===== config.mk =====
export PLATFORM = sky130hd
export DESIGN_NAME = inflight_table
export DESIGN_NICKNAME = d
export VERILOG_FILES = /design/src/rtl/ift_pkg.sv /design/src/rtl/ift_ctrl.sv /design/src/rtl/ift_data.sv /design/src/rtl/inflight_table.sv
export SDC_FILE = /design/constraint.sdc
export NUM_CORES = 1
export LEC_CHECK = 0
export BUFFER_PORTS_ARGS = -buffer_cell sky130_fd_sc_hd__clkbuf_2
export CELL_PAD_IN_SITES_DETAIL_PLACEMENT = 1
export CELL_PAD_IN_SITES_GLOBAL_PLACEMENT = 1
export CORE_MARGIN = 4
export CORE_UTILIZATION = 50
export DETAILED_ROUTE_END_ITERATION = 8
export PLACE_DENSITY_LB_ADDON = 0.08
export SYNTH_ARGS = -nofsm -noshare
export SYNTH_HDL_FRONTEND = slang
export SYNTH_SLANG_ARGS = --single-unit
export TNS_END_PERCENT = 30

===== constraint.sdc =====
create_clock -name clk -period 21.4 [get_ports clk]
set_clock_uncertainty 0.05 [all_clocks]
set_input_delay 4.28 -clock clk [delete_from_list [all_inputs] [get_ports clk]]
set_output_delay 4.28 -clock clk [all_outputs]
set_load 0.02 [all_outputs]

===== src/rtl/ift_pkg.sv =====
package ift_pkg;
  localparam int SIZE_W = 2;

  typedef enum logic [SIZE_W-1:0] {
    SZ_BYTE  = 2'd0,
    SZ_HALF  = 2'd1,
    SZ_WORD  = 2'd2,
    SZ_DWORD = 2'd3
  } sizeCode_e;

  typedef struct packed {
    logic wrEn;   // write the chosen free row this edge
    logic clrEn;  // matching row is read now and released this edge
  } tableStrobe_t;
endpackage


===== src/rtl/ift_ctrl.sv =====
module ift_ctrl
  import ift_pkg::*;
#(
  parameter int ROWS  = 4,
  parameter int KEY_W = 4,
  localparam int IDX_W = (ROWS > 1) ? $clog2(ROWS) : 1
) (
  input  logic                  clk,
  input  logic                  rstN,
  input  logic                  allocValid,
  input  logic                  lookupValid,
  input  logic [KEY_W-1:0]      lookupKey,
  input  logic [ROWS*KEY_W-1:0] rowKeys,
  output logic                  allocReady,
  output logic                  lookupHit,
  output tableStrobe_t          strobe,
  output logic [IDX_W-1:0]      wrIdx,
  output logic [IDX_W-1:0]      hitIdx,
  output logic [ROWS-1:0]       rowValid
);
  logic [ROWS-1:0] matchVec;

  for (genvar r = 0; r < ROWS; r++) begin : g_match
    assign matchVec[r] = rowValid[r] && (rowKeys[r*KEY_W +: KEY_W] == lookupKey);
  end

  always_comb begin
    wrIdx = '0;
    for (int r = ROWS - 1; r >= 0; r--) begin
      if (!rowValid[r]) wrIdx = IDX_W'(r);
    end
  end

  always_comb begin
    hitIdx = '0;
    for (int r = ROWS - 1; r >= 0; r--) begin
      if (matchVec[r]) hitIdx = IDX_W'(r);
    end
  end

  assign allocReady   = ~&rowValid;
  assign lookupHit    = lookupValid && (|matchVec);
  assign strobe.wrEn  = allocValid && allocReady;
  assign strobe.clrEn = lookupHit;

  always_ff @(posedge clk) begin
    if (!rstN) begin
      rowValid <= '0;
    end else begin
      for (int r = 0; r < ROWS; r++) begin
        if (strobe.wrEn && (wrIdx == IDX_W'(r)))
          rowValid[r] <= 1'b1;            // allocation wins over release
        else if (strobe.clrEn && (hitIdx == IDX_W'(r)))
          rowValid[r] <= 1'b0;
      end
    end
  end
endmodule


===== src/rtl/ift_data.sv =====
module ift_data
  import ift_pkg::*;
#(
  parameter int ROWS  = 4,
  parameter int SLOTS = 8,
  parameter int KEY_W = 4,
  parameter int OLD_W = 3,
  parameter int OFF_W = 4,
  localparam int IDX_W = (ROWS > 1) ? $clog2(ROWS) : 1,
  localparam int PAY_W = SLOTS * (1 + OLD_W + OFF_W + SIZE_W)
) (
  input  logic                    clk,
  input  logic                    rstN,
  input  tableStrobe_t            strobe,
  input  logic [IDX_W-1:0]        wrIdx,
  input  logic [IDX_W-1:0]        hitIdx,
  input  logic [KEY_W-1:0]        allocKey,
  input  logic [SLOTS-1:0]        allocSlotValid,
  input  logic [SLOTS*OLD_W-1:0]  allocOldSrc,
  input  logic [SLOTS*OFF_W-1:0]  allocOffset,
  input  logic [SLOTS*SIZE_W-1:0] allocSize,
  output logic [ROWS*KEY_W-1:0]   rowKeys,
  output logic [SLOTS-1:0]        rdSlotValid,
  output logic [SLOTS*OLD_W-1:0]  rdOldSrc,
  output logic [SLOTS*OFF_W-1:0]  rdOffset,
  output logic [SLOTS*SIZE_W-1:0] rdSize
);
  logic [KEY_W-1:0] keyMem [ROWS];
  logic [PAY_W-1:0] payMem [ROWS];
  logic [PAY_W-1:0] payIn;
  logic [PAY_W-1:0] payOut;

  assign payIn = {allocSize, allocOffset, allocOldSrc, allocSlotValid};

  for (genvar r = 0; r < ROWS; r++) begin : g_keys
    assign rowKeys[r*KEY_W +: KEY_W] = keyMem[r];
  end

  always_ff @(posedge clk) begin
    if (!rstN) begin
      for (int r = 0; r < ROWS; r++) begin
        keyMem[r] <= '0;
        payMem[r] <= '0;
      end
    end else if (strobe.wrEn) begin
      keyMem[wrIdx] <= allocKey;
      payMem[wrIdx] <= payIn;
    end
  end

  assign payOut = strobe.clrEn ? payMem[hitIdx] : '0;
  assign {rdSize, rdOffset, rdOldSrc, rdSlotValid} = payOut;
endmodule


===== src/rtl/inflight_table.sv =====
module inflight_table
  import ift_pkg::*;
#(
  parameter int ROWS     = 4,
  parameter int LANES    = 4,
  parameter int PER_LANE = 2,
  parameter int KEY_W    = 4,
  parameter int OLD_W    = 3,
  parameter int OFF_W    = 4,
  localparam int SLOTS   = LANES * PER_LANE,
  localparam int IDX_W   = (ROWS > 1) ? $clog2(ROWS) : 1
) (
  input  logic                    clk,
  input  logic                    rstN,
  input  logic                    allocValid,
  output logic                    allocReady,
  input  logic [KEY_W-1:0]        allocKey,
  input  logic [SLOTS-1:0]        allocSlotValid,
  input  logic [SLOTS*OLD_W-1:0]  allocOldSrc,
  input  logic [SLOTS*OFF_W-1:0]  allocOffset,
  input  logic [SLOTS*2-1:0]      allocSize,
  input  logic                    lookupValid,
  input  logic [KEY_W-1:0]        lookupKey,
  output logic                    lookupHit,
  output logic [SLOTS-1:0]        rdSlotValid,
  output logic [SLOTS*OLD_W-1:0]  rdOldSrc,
  output logic [SLOTS*OFF_W-1:0]  rdOffset,
  output logic [SLOTS*2-1:0]      rdSize
);
  tableStrobe_t          strobe;
  logic [IDX_W-1:0]      wrIdx;
  logic [IDX_W-1:0]      hitIdx;
  logic [ROWS-1:0]       rowValid;
  logic [ROWS*KEY_W-1:0] rowKeys;

  ift_ctrl #(.ROWS(ROWS), .KEY_W(KEY_W)) u_ctrl (
    .clk(clk), .rstN(rstN),
    .allocValid(allocValid), .lookupValid(lookupValid), .lookupKey(lookupKey),
    .rowKeys(rowKeys), .allocReady(allocReady), .lookupHit(lookupHit),
    .strobe(strobe), .wrIdx(wrIdx), .hitIdx(hitIdx), .rowValid(rowValid)
  );

  ift_data #(.ROWS(ROWS), .SLOTS(SLOTS), .KEY_W(KEY_W), .OLD_W(OLD_W), .OFF_W(OFF_W)) u_data (
    .clk(clk), .rstN(rstN), .strobe(strobe), .wrIdx(wrIdx), .hitIdx(hitIdx),
    .allocKey(allocKey), .allocSlotValid(allocSlotValid), .allocOldSrc(allocOldSrc),
    .allocOffset(allocOffset), .allocSize(allocSize), .rowKeys(rowKeys),
    .rdSlotValid(rdSlotValid), .rdOldSrc(rdOldSrc), .rdOffset(rdOffset), .rdSize(rdSize)
  );
endmodule


==> qor.csv <==
metric,value,unit
status,"complete, no violations",
layout_min_cycle_time,11.37,ns
cts_tree,done,
viasPerCell,5.84,
ys_seq_area_share,67.2,%
power_density,85.0,nW/um^2
p_sw,321,uW
fillers,2924,
cts_root_buffer,clkbuf_16,
setup_viol,0,
ys_ff_latch,340,
avgRoutedWirePerCell,24.3,microns
placement_rows,63,
grt.total_usage,23.8,%
hold_violations,0,
grt_pass1_vias,10391,
place_inst,1558,
ys_top_cells_by_area,"edfxtp_1 67%, and2_1 14%, a221o_1 5.3%",
dieArea,33100,sq um
clock_sinks,340,
synth_most_common_cell,and2_1,
max-vdd-ir-drop,58.9,uV
cap_viol_max_count,0,
cts_buffers,39,
ys.flop_type,edfxtp_1,
pin_count,174,
grt_pass1_wl,61500,microns
antenna_found_initial,7,
slew_violations,0,
synthToLayoutAreaGrowth,16.1,%
drc,0,
arrival,7.04,ns
crit_chain,clkbuf_2 > a22o_1 > nor4b_4 > buf_4 > buf_4 > or2b_1 > a32o_1 > clkbuf_2,
crit_slowest_cell,buf_4,
syn-num-nets,1156,
required,17.07,ns
clock_path_buffers,3,
htree_levels,2,
dr.pass1.iters,5,
setup.worst_path.start_class,input port,
fin_ws,10.03,ns
core_area,29700,sq um
power.leakage,6.68,nW
dpl-instance-area,16400,sq um
synth.top_cell.area_share,66.7,%
antenna_left,0,
pre_cts_ws,10.02,ns
port_buffers,173,
hold_buffers,0,
drt_iter0_markers,648,
worstSetupPathType,in2out,
hp-class,reg2reg,
cts.repair.resized,0,
min_period_over_period,53.1,%
power_frac_seq,52.6,%
syn_avg_cell_area,14.2,sq um
cp-end-kind,output port,
gr-total-overflow,0,
p_clk_share,42.1,%
finish.utilization,59.1,%
crit_fanout,61,
fmax,88.0,MHz
critPathMaxStageDelay,0.69,ns
dp_hpwl,21400,microns
multiInputGateArea,4660,sq um
grt_start_max_net_pins,68,
drive_gt1_share,20.6,%
regArea,10200,sq um
yosysTopAreaCell,edfxtp_1,
dieHeight,182,microns
tns,0,ns
internal_power,1.17,mW
tightest_slew,1.12,ns
clock_latency,0.51,ns
ys_types,30,
yosys_warnings,0,
clkSlewWorstSetupHoldPaths,0.06,ns
nNetsFinal,1301,
finalPower,1.49,mW
gp_congestion,0.735,
synth_commonest_cells,"337 x and2_1, 336 x edfxtp_1, 80 x a221o_1, 80 x a32o_1, 73 x nand2b_1",
p_comb_share,5.4,%
synth_area,15100,sq um
fin_cells,1630,
vias,9515,
cts_setup_buffers,0,
post-route-cell-area,17600,sq um
rsz0062_at_grt,false,
max_slew_margin,25.2,%
holdWs,0.577,ns
start_util,50.9,%
synthArstFlopShare,0,%
syn_inst,1064,
totalWireLength,39600,microns
synth_edf_count,336,
swShare,21.5,%
die_x,182,microns
[worst max-delay path, delay by kind of cell]
kind	cells	cell delay [ns]
compound gates	2	0.55
buf+inv	4	1.58
simple gates	2	0.54
[routing by layer]
metal	part of all wire, %	vias up	wire length [microns]	global-route usage [%]
met2	50	246	19700	40.4
met4	1.6	6	648	5.64
li1	-	4295	-	-
met1	43	4916	17100	32.4
met5	0.14	-	54	0
met3	5.2	52	2070	4.15
[power by group through the flow]
stage                     combinational (mW)  clock (mW)  sequential [mW]
after floorplan                       0.0434           0            0.801
after global placement                0.0793           0            0.796
after detailed placement              0.0811           0            0.798
after CTS                             0.0818       0.636            0.785
after global routing                  0.0880       0.667            0.788
final                                 0.0801       0.628            0.785
[path summary, 6_finish.rpt]
path / startpoint / to / depth (start not counted) / slack, ns
hold reg to reg: u_ctrl.rowValid[3]$_SDFFE_PN0P_ / u_ctrl.rowValid[3]$_SDFFE_PN0P_ / 2 / 0.58
hold / removal: u_ctrl.rowValid[3]$_SDFFE_PN0P_ / u_ctrl.rowValid[3]$_SDFFE_PN0P_ / 2 / 0.58
setup reg to reg: u_ctrl.rowValid[0]$_SDFFE_PN0P_ / u_data.payMem[2][35]$_SDFFCE_PN0P_ / 5 / 18.24
setup / recovery: lookupKey[0] / rdSize[2] / 8 / 10.03
[layout by cell type (no fill, tap or decap), types with 8 or more instances in the layout]
cell         n
clkbuf_16   41
and2_1     336
buf_4       21
edfxtp_1   336
a32o_1      80
clkbuf_2   173
a221o_1     80
clkinv_1     8
nand2b_1    73
clkbuf_1    12
[sequential cells by signal (all words and copies together) (netlist names)]
register         flops
u_data.keyMem       16
u_data.payMem      320
u_ctrl.rowValid      4
[area by class of cell]
type	count	area share, %
Inverter	7	0.150
Clock inverter	15	0.656
Clock buffer	53	6.10
Antenna cell	4	0.0570
Tap cell	390	2.78
Timing Repair Buffer	194	5.83
Multi-Input combinational cell	627	26.5
Sequential cell	340	57.9
[logic make-up (layout without fill, tap and decap cells)]
kind of cell	count (synthesis)	count (layout)	synth area share, %
XOR/XNOR	13	13	0.753
AND/OR/NAND/NOR	437	437	18.1
buffers and inverters	97	269	2.62
other	0	4	0
flip-flops	340	340	67.2
AO/OA/AOI/OAI	177	177	11.3
Note: power is estimated with default switching activity, not from simulation.
